==> src/rtl/pac_pkg.sv <==
package pac_pkg;
    typedef enum logic [2:0] {
        ST_IDLE,
        ST_PRIM,
        ST_ALT,
        ST_SWAP,
        ST_FILL
    } pac_state_e;

    localparam int unsigned N_EVT = 3;
    localparam int unsigned EVT_PRIM = 0;
    localparam int unsigned EVT_ALT  = 1;
    localparam int unsigned EVT_MISS = 2;
endpackage

==> src/rtl/pac_line_array.sv <==
module pac_line_array #(
    parameter int unsigned IDX_W = 3,
    parameter int unsigned ENT_W = 40
) (
    input  logic             clk,
    input  logic             rst_n,
    input  logic [IDX_W-1:0] rd_idx_p,
    input  logic [IDX_W-1:0] rd_idx_a,
    output logic [ENT_W-1:0] rd_ent_p,
    output logic [ENT_W-1:0] rd_ent_a,
    input  logic             wr_en_p,
    input  logic [IDX_W-1:0] wr_idx_p,
    input  logic [ENT_W-1:0] wr_ent_p,
    input  logic             wr_en_a,
    input  logic [IDX_W-1:0] wr_idx_a,
    input  logic [ENT_W-1:0] wr_ent_a
);
    localparam int unsigned LINES = 1 << IDX_W;

    logic [ENT_W-1:0] lines_q [LINES];

    assign rd_ent_p = lines_q[rd_idx_p];
    assign rd_ent_a = lines_q[rd_idx_a];

    always_ff @(posedge clk or negedge rst_n) begin
        if (!rst_n) begin
            for (int i = 0; i < LINES; i++) lines_q[i] <= '0;
        end else begin
            if (wr_en_p) lines_q[wr_idx_p] <= wr_ent_p;
            if (wr_en_a) lines_q[wr_idx_a] <= wr_ent_a;
        end
    end
endmodule

==> src/rtl/pac_tag_match.sv <==
module pac_tag_match #(
    parameter int unsigned KEY_W  = 6,
    parameter int unsigned DATA_W = 32
) (
    input  logic [KEY_W+DATA_W:0] ent,
    input  logic [KEY_W-1:0]      key,
    output logic                  hit,
    output logic [DATA_W-1:0]     data
);
    assign hit  = ent[KEY_W+DATA_W] && (ent[DATA_W +: KEY_W] == key);
    assign data = ent[DATA_W-1:0];
endmodule

==> src/rtl/pac_event_counters.sv <==
module pac_event_counters #(
    parameter int unsigned N     = 3,
    parameter int unsigned CNT_W = 16
) (
    input  logic                      clk,
    input  logic                      rst_n,
    input  logic [N-1:0]              inc,
    output logic [N-1:0][CNT_W-1:0]   cnt
);
    for (genvar g = 0; g < N; g++) begin : g_cnt
        logic [CNT_W-1:0] cnt_q;
        always_ff @(posedge clk or negedge rst_n) begin
            if (!rst_n)      cnt_q <= '0;
            else if (inc[g]) cnt_q <= cnt_q + 1'b1;
        end
        assign cnt[g] = cnt_q;
    end
endmodule

==> src/rtl/pac_cache.sv <==
module pac_cache
    import pac_pkg::*;
#(
    parameter int unsigned ADDR_W = 8,
    parameter int unsigned IDX_W  = 3,
    parameter int unsigned DATA_W = 32,
    parameter int unsigned CNT_W  = 16
) (
    input  logic              clk,
    input  logic              rst_n,
    input  logic              req_valid,
    output logic              req_ready,
    input  logic              req_write,
    input  logic [ADDR_W-1:0] req_addr,
    input  logic [DATA_W-1:0] req_wdata,
    output logic              rsp_valid,
    output logic [DATA_W-1:0] rsp_rdata,
    output logic              mem_rd,
    output logic              mem_wr,
    output logic [ADDR_W-1:0] mem_addr,
    output logic [DATA_W-1:0] mem_wdata,
    input  logic              mem_rvalid,
    input  logic [DATA_W-1:0] mem_rdata,
    output logic [CNT_W-1:0]  cnt_prim,
    output logic [CNT_W-1:0]  cnt_alt,
    output logic [CNT_W-1:0]  cnt_miss
);
    localparam int unsigned UTAG_W = ADDR_W - IDX_W;
    localparam int unsigned KEY_W  = UTAG_W + 1;
    localparam int unsigned ENT_W  = 1 + KEY_W + DATA_W;

    typedef struct packed {
        pac_state_e        st;
        logic              wr;
        logic [ADDR_W-1:0] addr;
        logic [DATA_W-1:0] wdata;
        logic              rsp_v;
        logic [DATA_W-1:0] rsp_d;
        logic              mem_rd;
        logic              mem_wr;
    } regs_t;

    regs_t regs_d, regs_q;

    logic [IDX_W-1:0] idx_home, idx_part;
    logic [KEY_W-1:0] key;
    logic [ENT_W-1:0] rd_ent [2];
    logic             hit [2];
    logic [DATA_W-1:0] hit_data [2];
    logic             wen_p, wen_a;
    logic [ENT_W-1:0] went_p, went_a;
    logic [N_EVT-1:0] evt;
    logic [N_EVT-1:0][CNT_W-1:0] cnts;

    // home index from the address, partner index differs in bit 0;
    // the key keeps the home index bit 0 so partner residents stay distinct
    assign idx_home = regs_q.addr[IDX_W-1:0];
    assign idx_part = idx_home ^ IDX_W'(1);
    assign key      = {regs_q.addr[ADDR_W-1:IDX_W], regs_q.addr[0]};

    pac_line_array #(.IDX_W(IDX_W), .ENT_W(ENT_W)) i_lines (
        .clk      (clk),
        .rst_n    (rst_n),
        .rd_idx_p (idx_home),
        .rd_idx_a (idx_part),
        .rd_ent_p (rd_ent[0]),
        .rd_ent_a (rd_ent[1]),
        .wr_en_p  (wen_p),
        .wr_idx_p (idx_home),
        .wr_ent_p (went_p),
        .wr_en_a  (wen_a),
        .wr_idx_a (idx_part),
        .wr_ent_a (went_a)
    );

    for (genvar g = 0; g < 2; g++) begin : g_match
        pac_tag_match #(.KEY_W(KEY_W), .DATA_W(DATA_W)) i_match (
            .ent  (rd_ent[g]),
            .key  (key),
            .hit  (hit[g]),
            .data (hit_data[g])
        );
    end

    pac_event_counters #(.N(N_EVT), .CNT_W(CNT_W)) i_cnt (
        .clk   (clk),
        .rst_n (rst_n),
        .inc   (evt),
        .cnt   (cnts)
    );

    always_comb begin
        logic [ENT_W-1:0] moved;
        regs_d        = regs_q;
        regs_d.rsp_v  = 1'b0;
        regs_d.mem_rd = 1'b0;
        regs_d.mem_wr = 1'b0;
        wen_p  = 1'b0;
        wen_a  = 1'b0;
        went_p = rd_ent[0];
        went_a = rd_ent[0];
        evt    = '0;
        moved  = rd_ent[1];
        if (regs_q.wr) moved[DATA_W-1:0] = regs_q.wdata;
        unique case (regs_q.st)
            ST_IDLE: begin
                if (req_valid) begin
                    regs_d.st    = ST_PRIM;
                    regs_d.wr    = req_write;
                    regs_d.addr  = req_addr;
                    regs_d.wdata = req_wdata;
                end
            end
            ST_PRIM: begin
                if (hit[0]) begin
                    evt[EVT_PRIM] = 1'b1;
                    regs_d.st     = ST_IDLE;
                    regs_d.rsp_v  = 1'b1;
                    regs_d.rsp_d  = regs_q.wr ? '0 : hit_data[0];
                    if (regs_q.wr) begin
                        wen_p         = 1'b1;
                        went_p        = {1'b1, key, regs_q.wdata};
                        regs_d.mem_wr = 1'b1;
                    end
                end else begin
                    regs_d.st = ST_ALT;
                end
            end
            ST_ALT: begin
                if (hit[1]) begin
                    regs_d.st = ST_SWAP;
                end else if (regs_q.wr) begin
                    evt[EVT_MISS] = 1'b1;
                    regs_d.st     = ST_IDLE;
                    regs_d.rsp_v  = 1'b1;
                    regs_d.rsp_d  = '0;
                    regs_d.mem_wr = 1'b1;
                end else begin
                    regs_d.st     = ST_FILL;
                    regs_d.mem_rd = 1'b1;
                end
            end
            ST_SWAP: begin
                evt[EVT_ALT] = 1'b1;
                wen_p        = 1'b1;
                went_p       = moved;
                wen_a        = 1'b1;
                went_a       = rd_ent[0];
                regs_d.st    = ST_IDLE;
                regs_d.rsp_v = 1'b1;
                regs_d.rsp_d = regs_q.wr ? '0 : hit_data[1];
                regs_d.mem_wr = regs_q.wr;
            end
            ST_FILL: begin
                if (mem_rvalid) begin
                    evt[EVT_MISS] = 1'b1;
                    wen_p         = 1'b1;
                    went_p        = {1'b1, key, mem_rdata};
                    wen_a         = !rd_ent[1][ENT_W-1];
                    went_a        = rd_ent[0];
                    regs_d.st     = ST_IDLE;
                    regs_d.rsp_v  = 1'b1;
                    regs_d.rsp_d  = mem_rdata;
                end
            end
            default: regs_d.st = ST_IDLE;
        endcase
    end

    always_ff @(posedge clk or negedge rst_n) begin
        if (!rst_n) begin
            regs_q    <= '0;
            regs_q.st <= ST_IDLE;
        end else begin
            regs_q <= regs_d;
        end
    end

    assign req_ready = (regs_q.st == ST_IDLE);
    assign rsp_valid = regs_q.rsp_v;
    assign rsp_rdata = regs_q.rsp_d;
    assign mem_rd    = regs_q.mem_rd;
    assign mem_wr    = regs_q.mem_wr;
    assign mem_addr  = regs_q.addr;
    assign mem_wdata = regs_q.wdata;
    assign cnt_prim  = cnts[EVT_PRIM];
    assign cnt_alt   = cnts[EVT_ALT];
    assign cnt_miss  = cnts[EVT_MISS];
endmodule

==> config.mk <==
export PLATFORM = sky130hd
export DESIGN_NAME = pac_cache
export DESIGN_NICKNAME = d
export VERILOG_FILES = /design/src/rtl/pac_pkg.sv /design/src/rtl/pac_line_array.sv /design/src/rtl/pac_tag_match.sv /design/src/rtl/pac_event_counters.sv /design/src/rtl/pac_cache.sv
export SDC_FILE = /design/constraint.sdc
export NUM_CORES = 1
export LEC_CHECK = 0
export BUFFER_PORTS_ARGS = -buffer_cell sky130_fd_sc_hd__buf_4
export CAP_MARGIN = 20
export CORE_UTILIZATION = 48
export DETAILED_ROUTE_END_ITERATION = 16
export PLACE_DENSITY_LB_ADDON = 0.2
export SLEW_MARGIN = 20
export SYNTH_ARGS = -nofsm -noshare
export SYNTH_HDL_FRONTEND = slang
export SYNTH_HIERARCHICAL = 1
export SYNTH_SLANG_ARGS = --single-unit
==> constraint.sdc <==
create_clock -name clk -period 4.5 [get_ports clk]
set_input_delay 0.225 -clock clk [delete_from_list [all_inputs] [get_ports clk]]
set_output_delay 0.225 -clock clk [all_outputs]
set_load 0.02 [all_outputs]
======== Word level (Yosys, flattened, before mapping) ========
Index checks and enable logic that the tools add are counted.
storage, ports and cells
  memory bits (writable) .................. 0
  register bits after elaboration ......... 439
  logic and storage cells ................. 96
  output and inout bits ................... 124
  input bits .............................. 77
  ROM bits ................................ 0
  memories kept ........................... 0
  bits in latches ......................... 0
operators by class
  multiply operators ...................... 0
  muxes and demuxes ....................... 46
  reductions and logical operators ........ 10
  shift-type cells ........................ 0
  equal/unequal tests ..................... 11
  bitwise logic cells ..................... 3
  $add $sub $neg .......................... 3
  order comparisons ....................... 4
  divide/modulo/power cells ............... 0
operator list
  kind                                                        count
  bitwise mux 312 bit                                         2
  two-way mux 312 bit                                         2
  two-way mux 39 bit                                          9
  binary-select mux 39 bit (select 3 bit)                     2
  demux 39 bit (select 3 bit)                                 2
  case mux 33 bit (4 select lines)                            1
  case mux 39 bit (3 select lines)                            1
  two-way mux 33 bit                                          3
  two-way mux 32 bit                                          3
  adder 16 x 1 -> 16 bit, second input constant               3
  two-way mux 44 bit                                          1
  two-way mux 35 bit                                          1
  == test 6 bit                                               2
  case mux 3 bit (4 select lines)                             1
  two-way mux 1 bit                                           10
  two-way mux 3 bit                                           3
  >= comparator 4 bit, second input constant                  2
  less-than comparator 4 x 1 -> 1 bit, second input constant  2
  inequality test 2 bit, second input constant                4
  inverter 3 -> 4 bit                                         2
  == test 3 x 2 -> 1 bit, second input constant               2
  case mux 1 bit (3 select lines)                             2
  AND reduction 5 bit                                         1
  logical AND 1 bit                                           4
  other kinds (10)                                            12

======== Depth between registers and ports, before layout ========
  word-level depth ........................ 12
  depth in mapped cells ................... 21
  gate-level depth less buffers ........... 12

======== Hierarchy ========
The synthesis kept the hierarchy.
by module, submodules not included
  module              sequential area each (µm²)  times used  area each (µm²)  cells an instance
  pac_line_array      7807.5                      1           19523.7          1730
  pac_cache           1976.9                      1           4949.7           450
  pac_event_counters  1201.2                      1           2088.3           176
  pac_tag_match       0.0                         2           311.5            40

======== Worst setup path before layout ========
OpenSTA, ideal clock, no wires.
  path type ............................... register to register
  start ................................... register regs_q[67], in the netlist mem_addr[0]
  end ..................................... register i_lines/lines_q[146] (netlist bit)
  slack ................................... 0.585 ns
  data required time ...................... 4.368 ns
  setup time .............................. 0.132 ns
  buffers on the path ..................... 8
  arrival ................................. 3.783 ns
  period minus slack after synthesis ...... 3.915 ns
  cell stages (with the launch flop) ...... 20
  path through ............................ dfrtp_1 > buf_6 > buf_2 > mux4_2 > mux2_4 > xor2_1 > nor4_2 > a21oi_1 > nor2_1 > nor2_1 > buf_2 > buf_6 > inv_2 > buf_2 > and4bb_1 > buf_2 > buf_6 > buf_6 > mux2i_1 > o21ai_1
RTL lines
  what                           line                  RTL
  start, declared                pac_cache.sv:43       regs_t regs_d, regs_q;
  start signal, assigned         pac_cache.sv:175      regs_q <= regs_d;
  end signal, assigned by index  pac_line_array.sv:29  if (wr_en_p) lines_q[wr_idx_p] <= wr_ent_p;
  end signal, assigned by index  pac_line_array.sv:30  if (wr_en_a) lines_q[wr_idx_a] <= wr_ent_a;
  end, declared                  pac_line_array.sv:20  logic [ENT_W-1:0] lines_q [LINES];

==> run_results.csv <==
group,metric,value,unit
yosys,netlist.area_leader.share,40.41,%
die,die_h,240.0,um
die,rows,86,
clock_network,clk_latency,0.60,ns
timing,rsz0062_at_grt,"no",
setup_path,cp-start-kind,"flip-flop",
timing,slew_viol_final,0,
clock_network,cts_tree,"yes",
timing,finalSetupTns,0,ns
pwr,leakage,14.08,nW
setup_path,path_buf_inv,2,
place,place_congestion,0.8074,
setup_path,worstPathArrival,4.62,ns
detailed_routing,vias,19342,
yosys,synthCells,2436,
yosys,ys_seq_elements,439,
setup_path,worstSetupPathType,"reg2reg",
clock_network,root_buffer,"clkbuf_16",
pwr,vdd_drop_max,591.7,uV
timing,slew_headroom,26.94,%
setup_path,critical-path-top-delay-family,"multiplexers",
setup_path,cp_max_fo,52,
die,die_w,240.0,um
grt,grt_pass1_vias,19391,
yosys,synth_common_cells,"dfrtp_1 (439), mux2i_1 (344), nand2_1 (177)",
detailed_routing,ant_nets,0,
clock_network,cts.sinks,439,
detailed_routing,first_pass_iters,9,
die,core-area,55520,sq um
yosys,synth_area_leader_cell,"dfrtp_1",
die,start_util,48.96,%
clock_network,post_cts_buffers,0,
pwr,powerDensity,716.2,nW/um^2
yosys,synth-edff-count,0,
clock_network,ctsHtreeMaxLevel,2,
clock_network,cts_made_buffers,50,
pwr,p_comb_share,47.5,%
detailed_routing,viasPerCell,6.041,
pwr,total_power,0.02171,W
grt,antenna_found_initial,1,
pwr,seqPwrFrac,32.9,%
yosys,ys_types,56,
setup_path,end_kind,"flip-flop",
grt,grt_use_total,26.58,%
yosys,yosys_warnings,6,
job,drv_cap,0,
clock_network,cts_resized,0,
grt,grt_pass1_wl,116.5,mm
setup_path,crit_chain,"mux4_2 -> mux2_4 -> xor2_1 -> nor4_2 -> buf_4 -> nor2_1 -> nor2_2 -> and2_1 -> buf_4 -> a221o_1 -> mux2i_1 -> o21ai_0",
timing,finalSetupViolCount,0,
detailed_routing,wire_per_inst,23.62,um
final_layout,finalCoreUtilization,54.60,%
place,place_hpwl,44.39,mm
timing,post-route-min-period,4.121,ns
yosys,synth_area_leaders,"dfrtp_1 (40%), mux4_2 (13%), mux2i_1 (13%)",
final_layout,nets,2495,
pwr,swShare,39.75,%
die,die_area,57590,sq um
detailed_routing,drt_iter0_markers,1936,
timing,fin_worst_skew,0.02106,ns
clock_network,hold_buffers,69,
worst_hold_path,hp-class,"in2reg",
setup_path,cpPeakStageDelay,0.89,ns
yosys,netlist_area,27180,sq um
setup_path,cp_slowest_cell,"dfrtp_4",
yosys,async_reset_ff_share,100.0,%
clock_network,clock_path_buffers,3,
yosys,synthFlopType,"dfrtp_1",
yosys,syn_area_per_cell,11.16,sq um
pwr,clock_power_share,19.6,%
setup_path,timing.critical_path.mode_cell,"buf_4",
run_status,status,"completed",
timing,clock.fmax,242.7,MHz
die,io_pins,201,
pwr,p_int,0.01308,W
pwr,power.switching,0.008631,W
clock_network,clk_pin_slew,0.06,ns
yosys,yosys.cell_count.top_type,"dfrtp_1",
place,io_buffer_count,200,
final_layout,drive_above_1_share,24.95,%
yosys,ys_seq_area_share,40.41,%
setup_path,required,5.00,ns
grt,overflow,0,
timing,tightest_slew,1.093,ns
detailed_routing,drt-total-wl,75.63,mm
grt,grt_start_max_net_pins,102,
detailed_routing,drc,0,
final_layout,areaGrowthSynthToFinish,11.52,%
timing,timing.final.crit_share,91.57,%
timing,hold_viol_final,0,
yosys,syn_nets,2516,
## power by group through the flow
stage	Sequential (W)	Clock (W)	Combinational [W]
floorplan	0.00648	0	0.00937
global route	0.00737	0.00451	0.0110
finish	0.00713	0.00426	0.0103
global placement	0.00704	0	0.00995
CTS	0.00712	0.00437	0.0103
detailed placement	0.00716	0	0.0102
## final cells by class
cell class                 instances  area, sq um
antenna                            1        2.502
clock buffer                      70         1418
clock inverter                    20        279.0
fill                            4707        25210
inverter                          37        141.4
multi-input combinational       1551        13690
sequential                       439        11000
tap                              748        935.9
timing repair buffer             336         2853
## state kept, by name, indices dropped and copies added, names as in the netlist
signal             count
i_cnt/g_cnt.cnt_q     48
i_lines/lines_q      312
mem_addr               8
mem_rd                 1
mem_wdata             32
mem_wr                 1
regs_q                 4
rsp_rdata             32
rsp_valid              1
## cell usage in the layout (no fill, tap or decap), types with 9 or more instances in the layout
| master | synthesis | routed |
|---|---|---|
| xnor2_1 | 38 | 38 |
| o21ai_1 | 130 | 130 |
| buf_12 | 2 | 12 |
| dfrtp_1 | 439 | 436 |
| dlygate4sd3_1 | 0 | 69 |
| clkbuf_16 | 0 | 51 |
| mux2i_1 | 344 | 344 |
| xor2_1 | 19 | 19 |
| mux4_2 | 156 | 156 |
| buf_4 | 155 | 254 |
| a221o_1 | 39 | 39 |
| o21ai_0 | 30 | 30 |
| nor2_1 | 172 | 171 |
| nand3_1 | 16 | 16 |
| mux2_4 | 30 | 30 |
| a22o_1 | 30 | 30 |
| mux2_2 | 54 | 54 |
| clkbuf_1 | 113 | 12 |
| inv_1 | 36 | 35 |
| and2_1 | 10 | 9 |
| a21oi_1 | 160 | 160 |
| a222oi_1 | 31 | 31 |
| mux2_1 | 38 | 38 |
| nand4_1 | 18 | 18 |
| clkinv_2 | 0 | 12 |
| nand2_1 | 177 | 177 |
## through the flow
stage / hold slack, ns / setup slack (ns) / instances / instance area, sq um
2_1_floorplan: -0.07059 / 0.5849 / 2436 / 27180
3_3_place_gp: 0.3438 / 0.4393 / 3042 / 27920
3_5_place_dp: 0.3468 / 0.4228 / 3042 / 27920
4_1_cts: 0.007963 / 0.3771 / 3201 / 30310
5_1_grt: 0.05903 / 0.06481 / 3201 / 30310
6_report: 0.02237 / 0.3795 / 3202 / 30320
## worst register-to-register path, stage by stage, from the launching register on
cell and delay (ns):
dfrtp_4 0.89, mux4_2 0.59, mux2_4 0.34, xor2_1 0.16, nor4_2 0.27, buf_4 0.18, nor2_1 0.05, nor2_2 0.27
and2_1 0.19, buf_4 0.32, a221o_1 0.44, mux2i_1 0.12, o21ai_0 0.21
## routing by layer
metal | GRT usage, % | part of all wire [%] | up-vias
met5 | 0 | 0 | -
met4 | 8.203 | 2.8 | 0
met3 | 4.466 | 8.2 | 138
met2 | 43.01 | 47 | 782
met1 | 36.51 | 42 | 9765
li1 | - | - | 8657
## cell families (layout without fill, tap and decap cells)
kind of cell	count (synthesis)	after routing	synth area share [%]
and+or+nand+nor	444	444	7.544
muxes	622	622	31.06
other	0	1	0
AOI/OAI and AO/OA	425	425	9.573
DFF	439	439	40.41
adders and majority gates	3	3	0.1381
xor gates and xnor gates	57	57	1.836
buffers and inverters	446	463	9.440
## final timing paths
kind	from	end	slack [ns]	cells past startpoint
max	mem_addr[1]	i_lines/lines_q[195]	0.38	12
min reg2reg	i_cnt/g_cnt[1].cnt_q[15]	i_cnt/g_cnt[1].cnt_q[15]	0.47	1
min in group asynchronous	rst_n	i_lines/lines_q[89]	0.28	2
max in group asynchronous	rst_n	i_lines/lines_q[230]	3.13	3
max reg2reg	mem_addr[1]	i_lines/lines_q[195]	0.38	12
min	mem_rdata[30]	rsp_rdata[30]	0.02	3
Power figures use the tool's default switching activity.
